`config.mk`:
```
export PLATFORM = sky130hd
export DESIGN_NAME = ovl_compositor
export DESIGN_NICKNAME = d
export VERILOG_FILES = /design/src/rtl/ovl_pkg.sv /design/src/rtl/ovl_mode_fsm.sv /design/src/rtl/ovl_alpha_sel.sv /design/src/rtl/ovl_blend.sv /design/src/rtl/ovl_bar_gen.sv /design/src/rtl/ovl_compositor.sv
export SDC_FILE = /design/constraint.sdc
export NUM_CORES = 2
export LEC_CHECK = 0
export BUFFER_PORTS_ARGS = -buffer_cell sky130_fd_sc_hd__buf_4
export CAP_MARGIN = 20
export CORE_MARGIN = 2
export CORE_UTILIZATION = 70
export CTS_CLUSTER_SIZE = 20
export DETAILED_ROUTE_END_ITERATION = 8
export GPL_ROUTABILITY_DRIVEN = 0
export GPL_TIMING_DRIVEN = 0
export PLACE_DENSITY = 0.88
export SYNTH_ARGS = -nofsm -noshare
export SYNTH_HDL_FRONTEND = slang
export SYNTH_HIERARCHICAL = 1
export SYNTH_SLANG_ARGS = --single-unit
```
`constraint.sdc`:
```
create_clock -name clk -period 62.1 [get_ports clk]
set_input_delay 12.42 -clock clk [delete_from_list [all_inputs] [get_ports clk]]
set_output_delay 12.42 -clock clk [all_outputs]
set_load 0.005 [all_outputs]
```
`src/rtl/ovl_pkg.sv`:
```
package ovl_pkg;
    localparam int CW   = 8;
    localparam int NCH  = 3;
    localparam int PW   = CW * NCH;
    localparam int AMAX = (1 << CW) - 1;
    localparam int NL   = 2;
    localparam int ZW   = 2;
    localparam int XW   = 12;
    localparam int NBAR = 8;

    typedef logic [PW-1:0] pix_t;

    typedef enum logic [1:0] {
        ST_IDLE    = 2'd0,
        ST_COMPOSE = 2'd1,
        ST_BARS    = 2'd2
    } mode_e;

    typedef struct packed {
        pix_t          rgb;
        logic [CW-1:0] a;
        logic          dk_en;
        pix_t          dkey;
    } layer_t;
endpackage

```
`src/rtl/ovl_mode_fsm.sv`:
```
module ovl_mode_fsm
    import ovl_pkg::*;
(
    input  logic  clk,
    input  logic  rst_n,
    input  logic  sof,
    input  logic  bar_req,
    output mode_e mode,
    output logic  bars
);
    mode_e state_q, state_d;

    always_ff @(posedge clk or negedge rst_n) begin
        if (!rst_n) state_q <= ST_IDLE;
        else        state_q <= state_d;
    end

    always_comb begin
        state_d = state_q;
        unique case (state_q)
            ST_IDLE:    if (sof) state_d = bar_req ? ST_BARS : ST_COMPOSE;
            ST_COMPOSE: if (sof && bar_req) state_d = ST_BARS;
            ST_BARS:    if (sof && !bar_req) state_d = ST_COMPOSE;
            default:    state_d = ST_IDLE;
        endcase
    end

    always_comb begin
        mode = state_q;
        bars = (state_q == ST_BARS);
    end
endmodule

```
`src/rtl/ovl_alpha_sel.sv`:
```
module ovl_alpha_sel
    import ovl_pkg::*;
(
    input  pix_t          rgb,
    input  logic [CW-1:0] pix_a,
    input  logic          en,
    input  logic          gmode,
    input  logic          pmode,
    input  logic [CW-1:0] galpha,
    input  logic          sk_en,
    input  pix_t          skey,
    output logic [CW-1:0] a_eff
);
    localparam int PRW = 2 * CW;
    logic [PRW-1:0] prod;

    always_comb begin
        prod = PRW'(galpha) * PRW'(pix_a) + PRW'(AMAX / 2);
        unique case ({gmode, pmode})
            2'b11:   a_eff = CW'(prod / PRW'(AMAX));
            2'b10:   a_eff = galpha;
            2'b01:   a_eff = pix_a;
            default: a_eff = CW'(AMAX);
        endcase
        if (!en || (sk_en && rgb == skey)) a_eff = '0;
    end
endmodule

```
`src/rtl/ovl_blend.sv`:
```
module ovl_blend
    import ovl_pkg::*;
(
    input  pix_t          top,
    input  pix_t          bot,
    input  logic [CW-1:0] a,
    input  logic          dk_en,
    input  pix_t          dkey,
    output pix_t          res
);
    localparam int AW = 2 * CW + 1;
    localparam logic [CW-1:0] AM = CW'(AMAX);
    logic [CW-1:0] a_k;

    assign a_k = (dk_en && bot != dkey) ? '0 : a;

    for (genvar c = 0; c < NCH; c++) begin : g_ch
        logic [AW-1:0] acc;
        always_comb begin
            acc = AW'(a_k) * AW'(top[c*CW +: CW])
                + AW'(AM - a_k) * AW'(bot[c*CW +: CW])
                + AW'(AMAX / 2);
            res[c*CW +: CW] = CW'(acc / AW'(AMAX));
        end
    end
endmodule

```
`src/rtl/ovl_bar_gen.sv`:
```
module ovl_bar_gen
    import ovl_pkg::*;
(
    input  logic          clk,
    input  logic          rst_n,
    input  logic          sol,
    input  logic          valid,
    input  logic [XW-1:0] width,
    output pix_t          color
);
    localparam int IW = $clog2(NBAR);
    logic [XW-1:0]    col_q, col_cur;
    logic [XW+IW-1:0] scaled;
    logic [IW-1:0]    idx;

    assign col_cur = sol ? '0 : col_q;

    always_ff @(posedge clk or negedge rst_n) begin
        if (!rst_n)     col_q <= '0;
        else if (valid) col_q <= col_cur + 1'b1;
        else if (sol)   col_q <= '0;
    end

    always_comb begin
        scaled = {col_cur, {IW{1'b0}}};
        if (width == '0 || col_cur >= width) idx = IW'(NBAR - 1);
        else idx = IW'(scaled / (XW+IW)'(width));
        color = {{CW{~idx[1]}}, {CW{~idx[2]}}, {CW{~idx[0]}}};
    end
endmodule

```
`src/rtl/ovl_compositor.sv`:
```
module ovl_compositor
    import ovl_pkg::*;
(
    input  logic                   clk,
    input  logic                   rst_n,
    input  logic                   in_valid,
    input  logic                   in_sof,
    input  logic                   in_sol,
    input  logic [NL-1:0][PW-1:0]  in_rgb,
    input  logic [NL-1:0][CW-1:0]  in_alpha,
    input  logic [PW-1:0]          cfg_bg,
    input  logic [NL-1:0]          cfg_en,
    input  logic [NL-1:0][ZW-1:0]  cfg_zord,
    input  logic [NL-1:0]          cfg_gmode,
    input  logic [NL-1:0]          cfg_pmode,
    input  logic [NL-1:0][CW-1:0]  cfg_galpha,
    input  logic [NL-1:0]          cfg_sk_en,
    input  logic [NL-1:0][PW-1:0]  cfg_skey,
    input  logic [NL-1:0]          cfg_dk_en,
    input  logic [NL-1:0][PW-1:0]  cfg_dkey,
    input  logic                   cfg_bar_en,
    input  logic [XW-1:0]          cfg_bar_width,
    output logic                   out_valid,
    output logic [PW-1:0]          out_rgb
);
    // shadow configuration, loaded on frame start
    pix_t                  sh_bg;
    logic [NL-1:0]         sh_en, sh_gmode, sh_pmode, sh_sk_en, sh_dk_en;
    logic [NL-1:0][ZW-1:0] sh_zord;
    logic [NL-1:0][CW-1:0] sh_galpha;
    logic [NL-1:0][PW-1:0] sh_skey, sh_dkey;
    logic [XW-1:0]         sh_width;

    always_ff @(posedge clk or negedge rst_n) begin
        if (!rst_n) begin
            sh_bg <= '0; sh_en <= '0; sh_gmode <= '0; sh_pmode <= '0;
            sh_sk_en <= '0; sh_dk_en <= '0; sh_zord <= '0; sh_galpha <= '0;
            sh_skey <= '0; sh_dkey <= '0; sh_width <= '0;
        end else if (in_sof) begin
            sh_bg <= cfg_bg; sh_en <= cfg_en; sh_gmode <= cfg_gmode;
            sh_pmode <= cfg_pmode; sh_sk_en <= cfg_sk_en; sh_dk_en <= cfg_dk_en;
            sh_zord <= cfg_zord; sh_galpha <= cfg_galpha; sh_skey <= cfg_skey;
            sh_dkey <= cfg_dkey; sh_width <= cfg_bar_width;
        end
    end

    mode_e mode;
    logic  bars;

    ovl_mode_fsm u_fsm (
        .clk(clk), .rst_n(rst_n), .sof(in_sof), .bar_req(cfg_bar_en),
        .mode(mode), .bars(bars)
    );

    logic [NL-1:0][CW-1:0] a_eff;
    for (genvar i = 0; i < NL; i++) begin : g_layer
        ovl_alpha_sel u_asel (
            .rgb(in_rgb[i]), .pix_a(in_alpha[i]), .en(sh_en[i]),
            .gmode(sh_gmode[i]), .pmode(sh_pmode[i]), .galpha(sh_galpha[i]),
            .sk_en(sh_sk_en[i]), .skey(sh_skey[i]), .a_eff(a_eff[i])
        );
    end

    pix_t bar_rgb;
    ovl_bar_gen u_bar (
        .clk(clk), .rst_n(rst_n), .sol(in_sol), .valid(in_valid),
        .width(sh_width), .color(bar_rgb)
    );

    // stacking: layer 1 wins ties
    logic   hi_i, lo_i;
    layer_t lay_hi, lay_lo;
    always_comb begin
        hi_i = (sh_zord[1] >= sh_zord[0]);
        lo_i = ~hi_i;
        lay_hi = '{rgb: in_rgb[hi_i], a: a_eff[hi_i], dk_en: sh_dk_en[hi_i], dkey: sh_dkey[hi_i]};
        lay_lo = '{rgb: in_rgb[lo_i], a: a_eff[lo_i], dk_en: sh_dk_en[lo_i], dkey: sh_dkey[lo_i]};
    end

    // stage 1
    logic   s1_valid, s1_bar;
    pix_t   s1_barc, s1_bg;
    layer_t s1_lo, s1_hi;
    // stage 2
    logic   s2_valid, s2_bar;
    pix_t   s2_barc, s2_mid;
    layer_t s2_hi;
    // stage 3
    logic   s3_bar;
    pix_t   mid_rgb, hi_rgb;

    always_ff @(posedge clk or negedge rst_n) begin
        if (!rst_n) begin
            s1_valid <= 1'b0; s1_bar <= 1'b0; s1_barc <= '0; s1_bg <= '0;
            s1_lo <= '0; s1_hi <= '0;
        end else begin
            s1_valid <= in_valid; s1_bar <= bars; s1_barc <= bar_rgb;
            s1_bg <= sh_bg; s1_lo <= lay_lo; s1_hi <= lay_hi;
        end
    end

    ovl_blend u_blend_lo (
        .top(s1_lo.rgb), .bot(s1_bg), .a(s1_lo.a),
        .dk_en(s1_lo.dk_en), .dkey(s1_lo.dkey), .res(mid_rgb)
    );

    always_ff @(posedge clk or negedge rst_n) begin
        if (!rst_n) begin
            s2_valid <= 1'b0; s2_bar <= 1'b0; s2_barc <= '0; s2_mid <= '0; s2_hi <= '0;
        end else begin
            s2_valid <= s1_valid; s2_bar <= s1_bar; s2_barc <= s1_barc;
            s2_mid <= mid_rgb; s2_hi <= s1_hi;
        end
    end

    ovl_blend u_blend_hi (
        .top(s2_hi.rgb), .bot(s2_mid), .a(s2_hi.a),
        .dk_en(s2_hi.dk_en), .dkey(s2_hi.dkey), .res(hi_rgb)
    );

    always_ff @(posedge clk or negedge rst_n) begin
        if (!rst_n) begin
            out_valid <= 1'b0; out_rgb <= '0; s3_bar <= 1'b0;
        end else begin
            out_valid <= s2_valid;
            out_rgb   <= s2_bar ? s2_barc : hi_rgb;
            s3_bar    <= s2_bar;
        end
    end
endmodule

```
==> impl_summary.log <==
[metrics] net count reported at finish: 10.4k
[metrics] critical path class: input pin to register
[metrics] Worst Reg2Reg Path Length in Cells: 122
[metrics] H-tree depth: 2
[metrics] pin count of the biggest net entering global routing: 119
[metrics] startpoint of the worst setup timing path: in_sol
[metrics] area post-placement: between 0.08 and 0.09 sq mm
[metrics] Req. time, crit path: 62.67 ns
[metrics] area of the core: between 0.1 and 0.15 sq mm
[metrics] global-route wire length before repair: 368000 microns
[metrics] Global Route Usage Sum: 41.1%
[metrics] post-layout instance area: 0.0820 sq mm
[metrics] top area cells in the synthesized netlist: sky130_fd_sc_hd__fa_1 (19%), sky130_fd_sc_hd__dfrtp_1 (15%), sky130_fd_sc_hd__ha_1 (9.8%), sky130_fd_sc_hd__inv_1 (5.1%), sky130_fd_sc_hd__mux2_2 (4.2%)
[metrics] max-slew violation count: 0
[metrics] dominant synthesized flop cell: sky130_fd_sc_hd__dfrtp_1
[metrics] Placement Setup Slack: 20.79 ns
[metrics] number of nets in the synthesized netlist: 10.1k
[metrics] die span in x: 334 microns
[metrics] post-CTS clock slew at the launch and capture registers of the worst setup and hold paths: 0.06 ns
[metrics] final clock period utilization by the worst path: 66.1%
[metrics] CP Max Fanout: 10
[metrics] number of failing setup endpoints in the final timing report: 0
[metrics] Yosys top cell by area: sky130_fd_sc_hd__fa_1
[metrics] post-synth design cell area: 0.0763 sq mm
[metrics] Slowest cell on crit path: sky130_fd_sc_hd__o211a_1
[metrics] via count of the first global-routing pass: 69.6k
[metrics] DRT iter0 DRCs: 8748
[metrics] Achievable Freq: 0.0244 GHz
[metrics] DP Wirelength: 183000 microns
[metrics] 1st-pass router iterations: 9
[metrics] pin slew with the least headroom to its limit: 1.03 ns
[metrics] clock latency on the worst-skew pair: 0.70 ns
[metrics] Critical Path Most Common Cell: sky130_fd_sc_hd__ha_1
[metrics] total negative slack: 0 ns
[metrics] starting utilization of the core area: 70.3%
[metrics] clock tree from TritonCTS: built
[metrics] final clock skew: 0.0755 ns
[metrics] outcome: complete, but fails checks
[metrics] mean post-synth cell area: 8.94 sq um
[metrics] Post-synth ARST share: 100%
[metrics] Resized Gates After CTS: 0
[metrics] count of mapped cells out of synthesis: 8536
[metrics] Arrival @ worst endpoint: 41.62 ns
[metrics] worst flop-to-flop path endpoint: s1_barc[1]
[metrics] DRC violation count after routing: 14
[metrics] MaxCap Viol Count: 0
[metrics] Max stage delay on crit path: about 0.57 ns
[metrics] wire length the detailed router placed on met1: roughly 86000 microns
[metrics] via/cell ratio: 6.81
[metrics] failing checks: design-rule violations
[metrics] worst setup path endpoint: s1_barc[1]
[metrics] buffers inserted by post-CTS timing repair: 0
[metrics] CTS root buf: sky130_fd_sc_hd__clkbuf_16
[metrics] class of the tightest hold or removal check: register to register
[metrics] wire length per cell: 22.5 microns
[metrics] clock sink count: 472
[metrics] RSZ-0062 raised after global routing: no
[metrics] Critical R2R Launch: sh_width[8]
[metrics] library cell with the highest instance count after synthesis: sky130_fd_sc_hd__inv_1
[metrics] input/output buffers: 250
[metrics] met2 wire len: a little over 100000 microns
[metrics] YS warnings: 6
[metrics] DRT Wirelength: 232000 microns
[metrics] Storage cell area: 0.0118 sq mm
[metrics] multi-input logic area: around 0.059 sq mm
[metrics] total CTS buffers: between 50 and 60
[metrics] Hold Buf Count CTS: 0
[metrics] startpoint type of the worst setup path: input pin
[metrics] Synth top area share: 18.6%
[metrics] num rows: 121
[metrics] aggregate global routing overflow: 0
[metrics] list of most frequent post-synthesis cells: sky130_fd_sc_hd__inv_1 (1041), sky130_fd_sc_hd__nand2_1 (737), sky130_fd_sc_hd__fa_1 (709)
[metrics] total met3 wirelength after detailed routing: just over 30000 microns
[metrics] vias: 70.3k
[metrics] share of layout cells above drive strength 1: 13.1%
[metrics] Final min period: 41.05 ns
[metrics] initial antenna violation count: 16
[metrics] setup slack after layout: 21.05 ns
[metrics] number of distinct library cells after synthesis: 181
[metrics] Top Metal Used: met5
[metrics] count of pins on the block boundary: about 260
[metrics] sequential element share of the synthesized area: approximately 15%
[metrics] Die Footprint: 0.112 sq mm
[metrics] kind of end point of the critical path: register
[metrics] hold violation total from the final report: 0
[metrics] antenna-violating nets left: 0
[metrics] EDFF count, synth: 0
[metrics] height of the chip: between 300 and 400 microns
[metrics] synthesis-stage register bit count: 472
[metrics] fill cell instance count of the final layout: about 7.4k
[metrics] number of buffers on the longest clock path: 3
[metrics] register-to-register setup slack: 31.86 ns
[metrics] Relative slew margins: 30.6%
[metrics] Layout area overhead: 7.45%
==> cell type report <==
class                      instances  area share, %
tap                             1414           2.16
buffer                           323           1.94
antenna                            8         0.0244
timing repair buffer             261           2.51
inverter                        1043           4.77
multi-input combinational       6698           72.0
sequential                       472           14.4
clock inverter                    28          0.371
clock buffer                      73           1.85
==> critical path, delay by kind of cell <==
family	cells	cell delay (ns)
simple gates	32	6.13
fa+ha+maj	15	4.83
compound gates	58	13.67
buf+inv	13	3.28
mux	4	1.23
==> layer usage <==
layer | up-vias | GRT usage [%]
met3 | 1246 | 12.7
met5 | - | 0
met4 | 22 | 20.3
li1 | 30600 | -
met2 | 4808 | 64.2
met1 | 33600 | 51.9
==> metrics by stage <==
stage	util (%)	std cells	hold slack, ns
floorplan	-	8536	0.331
global placement	73.7	10200	0.332
detailed placement	73.8	10200	0.335
CTS	75.5	10300	0.339
global route	75.5	10300	0.345
finish	75.5	10300	0.336
==> logic make-up (layout without fill, tap and decap cells) <==
kind of cell | after synthesis | count (layout) | synth area share, %
simple gates | 2774 | 2774 | 19.8
compound gates | 1834 | 1834 | 18.6
buf+inv | 1366 | 1728 | 7.21
fa+ha+maj | 1315 | 1315 | 28.5
flops | 472 | 472 | 15.5
mux | 409 | 409 | 6.03
xor+xnor | 366 | 366 | 4.42
other cells | 0 | 8 | 0
==> layout by cell type (no fill, tap or decap), types with 58 or more instances in the layout <==
cell type	instances
sky130_fd_sc_hd__a211oi_1	92
sky130_fd_sc_hd__a21o_1	138
sky130_fd_sc_hd__a21oi_1	298
sky130_fd_sc_hd__a31oi_1	80
sky130_fd_sc_hd__and2_1	418
sky130_fd_sc_hd__and3_1	314
sky130_fd_sc_hd__buf_2	77
sky130_fd_sc_hd__buf_4	285
sky130_fd_sc_hd__clkbuf_1	190
sky130_fd_sc_hd__dfrtp_1	472
sky130_fd_sc_hd__fa_1	709
sky130_fd_sc_hd__ha_1	595
sky130_fd_sc_hd__inv_1	1041
sky130_fd_sc_hd__mux2_1	68
sky130_fd_sc_hd__mux2_2	286
sky130_fd_sc_hd__nand2_1	737
sky130_fd_sc_hd__nand3_1	173
sky130_fd_sc_hd__nand4_1	95
sky130_fd_sc_hd__nor2_1	371
sky130_fd_sc_hd__nor2b_1	58
sky130_fd_sc_hd__nor3_1	153
sky130_fd_sc_hd__o211ai_1	102
sky130_fd_sc_hd__o21a_1	90
sky130_fd_sc_hd__o21ai_0	226
sky130_fd_sc_hd__or3_1	68
sky130_fd_sc_hd__xnor2_1	221
sky130_fd_sc_hd__xor2_1	125
==> state kept, by name, indices dropped and copies added, names as in the netlist, 48 cells and up <==
name     count
s1_lo       57
s1_hi       57
sh_dkey     48
sh_skey     48
s2_hi       57
==> worst min path at each step <==
stage	depth (start not counted)	from	end	slack, ns
2_1_floorplan	0	s2_valid	out_valid	0.33
4_1_cts	0	s1_hi[47]	s2_hi[47]	0.34
3_3_place_gp	0	s1_barc[12]	s2_barc[12]	0.33
5_1_grt	0	s1_hi[47]	s2_hi[47]	0.34
6_report	0	s1_hi[47]	s2_hi[47]	0.34
3_5_place_dp	0	s1_hi[2]	s2_hi[2]	0.33
Power is left out: the tool's default activity adds up to more than one toggle a clock period on the data nets, which glitch-free logic cannot reach.
